[src/rtl/owm_pkg.sv]
package owm_pkg;

   typedef enum logic [1:0] {
      EV_NONE = 2'd0,
      EV_BIT  = 2'd1,
      EV_RST  = 2'd2,
      EV_ERR  = 2'd3
   } owm_ev_e;

   localparam int unsigned OWM_RST_MULT  = 8;
   localparam int unsigned OWM_DATA_MULT = 2;

endpackage

[src/rtl/owm_line_sync.sv]
module owm_line_sync #(
   parameter int unsigned STAGES = 2
) (
   input  logic clk,
   input  logic rst_n,
   input  logic line_i,
   output logic line_o,
   output logic fall_o,
   output logic rise_o
);

   logic [STAGES-1:0] vld_pipe;
   logic              line_s;
   logic              prev_q;
   logic              seen_q;

   generate
      if (STAGES == 1) begin : g_one
         logic s_q;
         always_ff @(posedge clk or negedge rst_n) begin
            if (!rst_n) s_q <= 1'b1;
            else        s_q <= line_i;
         end
         assign line_s = s_q;
      end else begin : g_chain
         logic [STAGES-1:0] s_q;
         always_ff @(posedge clk or negedge rst_n) begin
            if (!rst_n) s_q <= '1;
            else        s_q <= {s_q[STAGES-2:0], line_i};
         end
         assign line_s = s_q[STAGES-1];
      end
   endgenerate

   generate
      if (STAGES == 1) begin : g_vld_one
         always_ff @(posedge clk or negedge rst_n) begin
            if (!rst_n) vld_pipe <= '0;
            else        vld_pipe <= 1'b1;
         end
      end else begin : g_vld_chain
         always_ff @(posedge clk or negedge rst_n) begin
            if (!rst_n) vld_pipe <= '0;
            else        vld_pipe <= {vld_pipe[STAGES-2:0], 1'b1};
         end
      end
   endgenerate

   // first valid sample only loads the previous-value register
   always_ff @(posedge clk or negedge rst_n) begin
      if (!rst_n) begin
         prev_q <= 1'b1;
         seen_q <= 1'b0;
      end else if (vld_pipe[STAGES-1]) begin
         prev_q <= line_s;
         seen_q <= 1'b1;
      end
   end

   assign line_o = line_s;
   assign fall_o = seen_q &  prev_q & ~line_s;
   assign rise_o = seen_q & ~prev_q &  line_s;

   a_r8_fall_from_high: assert property (@(posedge clk) disable iff (!rst_n)
      fall_o |-> ($past(line_o) && !line_o));

   a_r8_rise_from_low: assert property (@(posedge clk) disable iff (!rst_n)
      rise_o |-> (!$past(line_o) && line_o));

endmodule

[src/rtl/owm_slot_timer.sv]
module owm_slot_timer
   import owm_pkg::*;
#(
   parameter int unsigned UNIT_W = 12,
   localparam int unsigned CNT_W = UNIT_W + 4
) (
   input  logic              clk,
   input  logic              rst_n,
   input  logic              line_i,
   input  logic              fall_i,
   input  logic              rise_i,
   input  logic [UNIT_W-1:0] unit_i,
   output owm_ev_e           ev_o,
   output logic              ev_bit_o
);

   logic             active_q;
   logic             low_q;
   logic             pend_q;
   logic             bit_q;
   logic [CNT_W-1:0] ecnt_q;

   logic [CNT_W-1:0] thr1;
   logic [CNT_W-1:0] thr2;
   logic [CNT_W-1:0] thr8;
   logic             at_sample;
   logic [CNT_W-1:0] ecnt_nxt;

   assign thr1 = CNT_W'(unit_i);
   assign thr2 = CNT_W'(unit_i) * CNT_W'(OWM_DATA_MULT);
   assign thr8 = CNT_W'(unit_i) * CNT_W'(OWM_RST_MULT);

   assign at_sample = active_q && (ecnt_q == thr1);
   assign ecnt_nxt  = (&ecnt_q) ? ecnt_q : ecnt_q + 1'b1;

   always_ff @(posedge clk or negedge rst_n) begin
      if (!rst_n) begin
         active_q <= 1'b0;
         low_q    <= 1'b0;
         pend_q   <= 1'b0;
         bit_q    <= 1'b0;
         ecnt_q   <= '0;
         ev_o     <= EV_NONE;
         ev_bit_o <= 1'b0;
      end else begin
         ev_o <= EV_NONE;
         if (fall_i) begin
            active_q <= 1'b1;
            low_q    <= 1'b1;
            pend_q   <= 1'b0;
            ecnt_q   <= CNT_W'(1);
         end else if (active_q) begin
            ecnt_q <= ecnt_nxt;
            if (at_sample) bit_q <= line_i;
            if (low_q && rise_i) begin
               low_q <= 1'b0;
               if (ecnt_q >= thr8) begin
                  ev_o     <= EV_RST;
                  active_q <= 1'b0;
               end else if (ecnt_q >= thr2) begin
                  ev_o     <= EV_ERR;
                  active_q <= 1'b0;
               end else if (ecnt_q >= thr1) begin
                  ev_o     <= EV_BIT;
                  ev_bit_o <= at_sample ? line_i : bit_q;
                  active_q <= 1'b0;
               end else begin
                  pend_q <= 1'b1;
               end
            end else if (pend_q && at_sample) begin
               ev_o     <= EV_BIT;
               ev_bit_o <= line_i;
               active_q <= 1'b0;
               pend_q   <= 1'b0;
            end
         end
      end
   end

   a_r3_bit_from_slot: assert property (@(posedge clk) disable iff (!rst_n)
      (ev_o == EV_BIT) |-> $past(active_q));

   a_r5_rst_on_rise: assert property (@(posedge clk) disable iff (!rst_n)
      (ev_o == EV_RST) |-> $past(rise_i));

   a_r6_err_on_rise: assert property (@(posedge clk) disable iff (!rst_n)
      (ev_o == EV_ERR) |-> $past(rise_i));

   a_r2_pend_only_low_done: assert property (@(posedge clk) disable iff (!rst_n)
      pend_q |-> !low_q);

endmodule

[src/rtl/owm_byte_asm.sv]
module owm_byte_asm #(
   parameter int unsigned DATA_W = 8,
   localparam int unsigned CW = (DATA_W > 1) ? $clog2(DATA_W) : 1
) (
   input  logic              clk,
   input  logic              rst_n,
   input  logic              bit_vld_i,
   input  logic              bit_i,
   input  logic              clr_i,
   output logic              byte_vld_o,
   output logic [DATA_W-1:0] byte_o
);

   logic [CW-1:0]     cnt_q;
   logic [DATA_W-1:0] sh_q;
   logic [DATA_W-1:0] sh_nxt;

   assign sh_nxt = {bit_i, sh_q[DATA_W-1:1]};

   always_ff @(posedge clk or negedge rst_n) begin
      if (!rst_n) begin
         cnt_q      <= '0;
         sh_q       <= '0;
         byte_vld_o <= 1'b0;
         byte_o     <= '0;
      end else begin
         byte_vld_o <= 1'b0;
         if (clr_i) begin
            cnt_q <= '0;
         end else if (bit_vld_i) begin
            sh_q <= sh_nxt;
            if (cnt_q == CW'(DATA_W - 1)) begin
               cnt_q      <= '0;
               byte_vld_o <= 1'b1;
               byte_o     <= sh_nxt;
            end else begin
               cnt_q <= cnt_q + 1'b1;
            end
         end
      end
   end

   a_r4_byte_follows_bit: assert property (@(posedge clk) disable iff (!rst_n)
      byte_vld_o |-> $past(bit_vld_i));

   a_r5_clear_restarts: assert property (@(posedge clk) disable iff (!rst_n)
      clr_i |=> (cnt_q == '0));

endmodule

[src/rtl/owm_bit_monitor.sv]
module owm_bit_monitor
   import owm_pkg::*;
#(
   parameter int unsigned UNIT_W      = 12,
   parameter int unsigned DATA_W      = 8,
   parameter int unsigned SYNC_STAGES = 2,
   parameter int unsigned OD_SHIFT    = 2
) (
   input  logic              clk,
   input  logic              rst_n,
   input  logic              line_i,
   input  logic [UNIT_W-1:0] unit_i,
   input  logic              od_mode_i,
   output logic              byte_vld_o,
   output logic [DATA_W-1:0] byte_o,
   output logic              bus_rst_o,
   output logic              err_o
);

   generate
      if (UNIT_W < 2)         begin : g_bad_unit  $error("UNIT_W must be at least 2");       end
      if (DATA_W < 2)         begin : g_bad_data  $error("DATA_W must be at least 2");       end
      if (SYNC_STAGES < 1)    begin : g_bad_sync  $error("SYNC_STAGES must be at least 1");  end
      if (OD_SHIFT >= UNIT_W) begin : g_bad_shift $error("OD_SHIFT must be below UNIT_W");   end
   endgenerate

   logic              line_s;
   logic              fall;
   logic              rise;
   logic [UNIT_W-1:0] unit_od;
   logic [UNIT_W-1:0] unit_sel;
   logic [UNIT_W-1:0] unit_eff;
   owm_ev_e           ev;
   logic              ev_bit;

   generate
      if (OD_SHIFT == 0) begin : g_od_same
         assign unit_od = unit_i;
      end else begin : g_od_shift
         assign unit_od = unit_i >> OD_SHIFT;
      end
   endgenerate

   assign unit_sel = od_mode_i ? unit_od : unit_i;
   assign unit_eff = (unit_sel == '0) ? UNIT_W'(1) : unit_sel;

   owm_line_sync #(
      .STAGES (SYNC_STAGES)
   ) u_sync (
      .clk    (clk),
      .rst_n  (rst_n),
      .line_i (line_i),
      .line_o (line_s),
      .fall_o (fall),
      .rise_o (rise)
   );

   owm_slot_timer #(
      .UNIT_W (UNIT_W)
   ) u_timer (
      .clk      (clk),
      .rst_n    (rst_n),
      .line_i   (line_s),
      .fall_i   (fall),
      .rise_i   (rise),
      .unit_i   (unit_eff),
      .ev_o     (ev),
      .ev_bit_o (ev_bit)
   );

   owm_byte_asm #(
      .DATA_W (DATA_W)
   ) u_asm (
      .clk        (clk),
      .rst_n      (rst_n),
      .bit_vld_i  (ev == EV_BIT),
      .bit_i      (ev_bit),
      .clr_i      ((ev == EV_RST) || (ev == EV_ERR)),
      .byte_vld_o (byte_vld_o),
      .byte_o     (byte_o)
   );

   assign bus_rst_o = (ev == EV_RST);
   assign err_o     = (ev == EV_ERR);

   a_r9_one_strobe: assert property (@(posedge clk) disable iff (!rst_n)
      $onehot0({byte_vld_o, bus_rst_o, err_o}));

   a_r7_unit_nonzero: assert property (@(posedge clk) disable iff (!rst_n)
      unit_eff != '0);

endmodule

[config.mk]
export PLATFORM = sky130hd
export DESIGN_NAME = owm_bit_monitor
export DESIGN_NICKNAME = d
export VERILOG_FILES = /design/src/rtl/owm_pkg.sv /design/src/rtl/owm_line_sync.sv /design/src/rtl/owm_slot_timer.sv /design/src/rtl/owm_byte_asm.sv /design/src/rtl/owm_bit_monitor.sv
export SDC_FILE = /design/constraint.sdc
export NUM_CORES = 1
export LEC_CHECK = 0
export BUFFER_PORTS_ARGS = -buffer_cell sky130_fd_sc_hd__buf_2
export CORE_MARGIN = 2
export CORE_UTILIZATION = 45
export DETAILED_ROUTE_END_ITERATION = 12
export PLACE_DENSITY = 0.61
export SYNTH_ARGS = -nofsm -noshare
export SYNTH_HDL_FRONTEND = slang
export SYNTH_SLANG_ARGS = --single-unit
[constraint.sdc]
create_clock -name clk -period 4.6 [get_ports clk]
set_input_delay 0.23 -clock clk [delete_from_list [all_inputs] [get_ports clk]]
set_output_delay 0.23 -clock clk [all_outputs]
set_load 0.02 [all_outputs]
==> Word level (Yosys, flattened, before mapping) <==
Index checks and enable logic that the tools add are counted.
{ "word_totals": {"reg_bits": 49, "inputBits": 16, "output_inout_bits": 11} }
{ "op_classes": {"addsub": 2, "magnitude_cmp": 3, "n_eq_ne": 12, "muxes": 41, "n_bitwise": 8, "reduce_logical": 18} }
{ "op_table": {"columns": ["operator", "n"], "rows": [
  ["16-bit two-way mux", 3],
  ["1-bit two-way mux", 28],
  ["12-bit two-way mux", 2],
  ["16-bit by 1-bit adder with 16-bit output (second input constant)", 1],
  ["16-bit by 12-bit equality test with 1-bit output", 1],
  ["16-bit by 12-bit greater-or-equal comparator with 1-bit output", 1],
  ["16-bit by 13-bit greater-or-equal comparator with 1-bit output", 1],
  ["16-bit by 15-bit greater-or-equal comparator with 1-bit output", 1],
  ["16-bit AND reduction", 1],
  ["12-bit logical NOT", 1],
  ["2-bit two-way mux", 5],
  ["3-bit two-way mux", 3],
  ["3-bit inequality test (second input constant)", 3],
  ["2-bit inequality test (second input constant)", 4],
  ["2-bit AND reduction", 4],
  ["2-bit nonzero test", 4],
  ["6-bit AND reduction", 1],
  ["5-bit AND reduction", 1],
  ["1-bit bitwise AND", 4],
  ["2-bit equality test (second input constant)", 2],
  ["1-bit inverter", 4],
  ["3-bit by 1-bit adder with 3-bit output (second input constant)", 1],
  ["3-bit equality test (second input constant)", 1],
  ["1-bit logical AND", 3],
  ["other kinds (4)", 4]
]} }

==> Longest topological paths before layout <==
{ "logic_depth": {"depth_word": 10, "ltp_mapped": 12, "mapped_depth_nobuf": 11} }

==> By module <==
A second synthesis with hierarchy kept.
{ "unflattened": {"hier_cells": 302, "area_unflattened_um2": 3198.1} }
{ "by_module_without_submodules": {"columns": ["module", "instances", "cells_per_inst", "area_each_um2", "seq_area_each_um2"], "rows": [
  ["owm_slot_timer", 1, 220, 1984.4, 575.6],
  ["owm_byte_asm", 1, 48, 795.8, 475.5],
  ["owm_bit_monitor", 1, 23, 221.5, 0.0],
  ["owm_line_sync", 1, 11, 196.4, 153.9]
]} }

==> Worst setup path after synthesis <==
No wires, ideal clock.
{ "synth_timing": {"path_kind": "input-to-reg", "from": "in od_mode_i", "to": "reg u_timer.ev_bit_o", "setup_ns": 0.136, "t_arrival_ns": 2.872, "slack_ns": 1.592, "cell_stages": 12, "path_buffers": 1, "cell_sequence": "buf_1 mux2i_1 nand4_1 o31ai_1 ha_1 or4b_2 a21oi_1 nor3_1 o21ai_0 o21ai_1 o211a_1 mux2i_1"} }
{ "synth_via": {"elab_chain_len": 10, "elab_cells_between_ends": 19, "cone_classes": "3 x order compare; 4 x eq/ne; 7 x mux; 5 x reduce/logical"} }
{ "synth_rtl": {"columns": ["item", "line_no", "text"], "rows": [
  ["from (decl)", "owm_bit_monitor.sv:13", "input logic od_mode_i,"],
  ["12-bit two-way mux *", "owm_bit_monitor.sv:44", "assign unit_sel = od_mode_i ? unit_od : unit_i;"],
  ["12-bit logical NOT", "owm_bit_monitor.sv:45", "assign unit_eff = (unit_sel == '0) ? UNIT_W'(1) : unit_sel;"],
  ["12-bit two-way mux *", "owm_bit_monitor.sv:45", null],
  ["branches (longest 7 deep; another with 16-bit by 15-bit greater-or-equal comparator with 1-bit output)", null, null],
  ["to (signal assigned)", "owm_slot_timer.sv:65", "ev_bit_o <= at_sample ? line_i : bit_q;"],
  ["to (signal assigned)", "owm_slot_timer.sv:72", "ev_bit_o <= line_i;"],
  ["to (decl)", "owm_slot_timer.sv:14", "output logic ev_bit_o"]
]} }
Mark *: on every way between the ends. The select of a mux whose other input is x is not followed.
A chain may end at the register's enable or synchronous reset.

==> Worst setup path after layout <==
Same ends and word-level chain as after synthesis.

==> results.ini <==
[sta]
finalSetupViolations = 0
fin_crit_ps = 3132
slew_violations = 0
layout_worst_path_cycle_share_pct = 68.09
rsz0062_at_grt = false
hold_viol = 0
max-slew-margin-rel_pct = 46.69
tightestPinTransition_ps = 798.8
final.setup.tns_ps = 0
timing.fmax_mhz = 319.3
finalClockSkew_ps = 4.098

[die]
dieHeight_um = 86.00
fp.coreArea_um2 = 6422
die_w_um = 86.00
io_pins = 27
num_rows = 29
dieArea_um2 = 7395
start_util_pct = 47.11

[cts]
cts_setup_buffers = 0
ctsResizeCount = 0
cts-root-buf = clkbuf_8
cts_tree = yes
clkSinkCount = 48
clkTransAtPathRegs_ps = 90
cts_htree_levels = 2
holdBufCountCts = 1
numCtsBuffers = 5
clockBufferDepth = 2
clkLatencyLatePin_ps = 300

[cells_and_area]
final_nets = 396
ff_latch_area_um2 = 1205
fillers = 592
area_growth_pct = 11.25
antenna_cells = 0
mostFrequentLayoutCells = dfrtp_1 (45), nand2_1 (42), ha_1 (39)
multiInputGateArea_um2 = 1775
drive_gt1_share_pct = 17.25
layout_commonest_cell = dfrtp_1
final_core_util_pct = 52.41

[yosys]
netlist_instances = 310
synth-seq-cells = 48
synth_warnings = 0
synth_top_area_cell = dfrtp_1
synth_area_leaders = dfrtp_1 (37%), ha_1 (16%), nand2_1 (5.2%)
avgSynthCellArea_um2 = 9.759
ys_types = 49
synth.top_cell.area_share_pct = 37.22
seq_area_frac_synth_pct = 39.83
syn-num-nets = 365
synthesis.area_um2 = 3025

[drt]
highest_layer = met4
ant_nets = 0
dr.pass1.iters = 5
wl_met2_mm = 2.849
wl_mm = 6.377
met3_length_um = 250
post_drt_wl_per_cell_um = 15.22
drt_iter0_markers = 121
drc = 0
wl_met1_mm = 3.198
viasPerCell = 5.561
via_count = 2330

[power]
peakVddDrop_mv = 0.2324
p_leak_nw = 1.684
cellPowerDensity_nw_per_um2 = 314.5

[place]
gp_congestion = 0.8712
port-buffer-count = 26
dpl.hpwl_mm = 4.887

[worst_hold_path]
hp-class = in -> reg

[setup_path]
crit_type = in -> reg
path_cells = buf_2 -> mux2i_1 -> nand4_1 -> o31ai_1 -> ha_1 -> nand4_1 -> nor3_1 -> nor4b_2 -> a21oi_1 -> nor2_1 -> o211a_1 -> mux2i_1
crit_path_top_delay_cell = o31ai_1
crit_buf_inv = 1
slowest_delay_ps = 540
cp.arrival_ps = 3370
crit_family = simple AND/OR/NAND/NOR gates
crit_fanout = 12
cp.required_ps = 4830
cp-start-kind = input port
end_kind = flip-flop

[status]
outcome = finished clean

[grt]
grt_max_degree = 42
grtUsageTotal_pct = 18.89
grt_pass1_vias = 2228
grt_pass1_wl_mm = 10.90
grt_overflow = 0
antenna_found_initial = 0

[job]
maxCapViolCount = 0

## state kept, by name, summed over array words and instances (netlist names), 2 cells and up
register / count
u_asm.byte_o: 8
u_timer.ecnt_q: 16
u_sync.g_chain.s_q: 2
u_timer.ev_o: 2
u_sync.vld_pipe: 2
u_asm.sh_q: 7
u_asm.cnt_q: 3
## final timing paths
check                                          startpoint                               to  slack, ps  cells past startpoint
max                                             od_mode_i     u_timer.ev_bit_o$_DFFE_PN0P_       1470                     12
min                                                line_i  u_sync.g_chain.s_q[0]$_DFF_PN1_         10                      1
max reg2reg                u_timer.ecnt_q[12]$_DFFE_PN0P_       u_timer.pend_q$_DFFE_PN0P_       2020                      7
min reg2reg                  u_sync.vld_pipe[0]$_DFF_PN0_     u_sync.vld_pipe[1]$_DFF_PN0_        350                      0
max in group asynchronous                           rst_n  u_sync.g_chain.s_q[1]$_DFF_PN1_       3500                      3
min in group asynchronous                           rst_n    u_timer.ecnt_q[7]$_DFFE_PN0P_        300                      2
## cells by family (layout without fill, tap and decap cells)
| group | Yosys count | count (layout) | share of synthesized area [%] |
|---|---|---|---|
| AO/OA/AOI/OAI | 46 | 46 | 9.678 |
| XOR/XNOR | 14 | 14 | 4.053 |
| adder cells (fa/ha/maj) | 39 | 39 | 16.13 |
| buffers and inverters | 12 | 44 | 1.489 |
| flip-flops | 48 | 48 | 39.83 |
| multiplexers | 22 | 22 | 7.610 |
| other | 1 | 1 | 0.1240 |
| AND/OR/NAND/NOR | 128 | 128 | 21.09 |
## where the power goes
part | switching [mW] | internal (mW)
logic | 0.136 | 0.105
registers | 0.0533 | 0.459
clock network | 0.145 | 0.161
total | 0.334 | 0.724
## Yosys cell counts (all sizes together)
cell type / number
o21ai: 13
or4: 1
nor4b: 1
or4b: 1
mux2i: 14
or3: 4
and4b: 1
nand3: 13
clkinv: 1
o211ai: 2
nor3: 5
and3: 1
a21oi: 17
a211o: 1
ha: 39
nand2: 42
o211a: 1
xnor2: 6
o31ai: 1
inv: 7
dfstp: 3
a211oi: 5
o41ai: 1
a31oi: 1
nor4: 2
mux2: 8
a22o: 1
nor2: 28
and2: 2
dfrtp: 45
a2111oi: 2
xor2: 8
nand4: 10
buf: 1
o221ai: 1
nor2b: 5
or2: 5
nand3b: 1
clkbuf: 3
nand2b: 6
conb: 1
## metrics by stage
step                      instances  hold slack [ps]  total power [mW]  area (um^2)  worst slack, ps
after floorplan                 310           -65.59            0.6843         3025             1592
after global placement          410            90.03            0.7554         3244             1338
after detailed placement        410            90.84            0.7625         3244             1162
after CTS                       419            6.609             1.070         3366             1480
after global routing            419            1.546             1.128         3366             1154
final                           419            14.76             1.058         3366             1468
## area by class of cell
cell class / instances / share of cell area (%)
flip-flops and latches: 48 / 35.80
inverters: 8 / 0.8922
multi-input cells: 250 / 52.75
well taps: 77 / 2.862
clock buffers: 5 / 2.045
repair buffers: 28 / 4.387
clock inverters: 3 / 1.264
## routing by layer
layer,GRT usage (%),vias up
li1,-,1166
met1,26.93,1122
met2,29.39,33
met3,3.465,9
met4,5.339,0
met5,0,-
No activity file was read; power rests on OpenSTA's default activity.
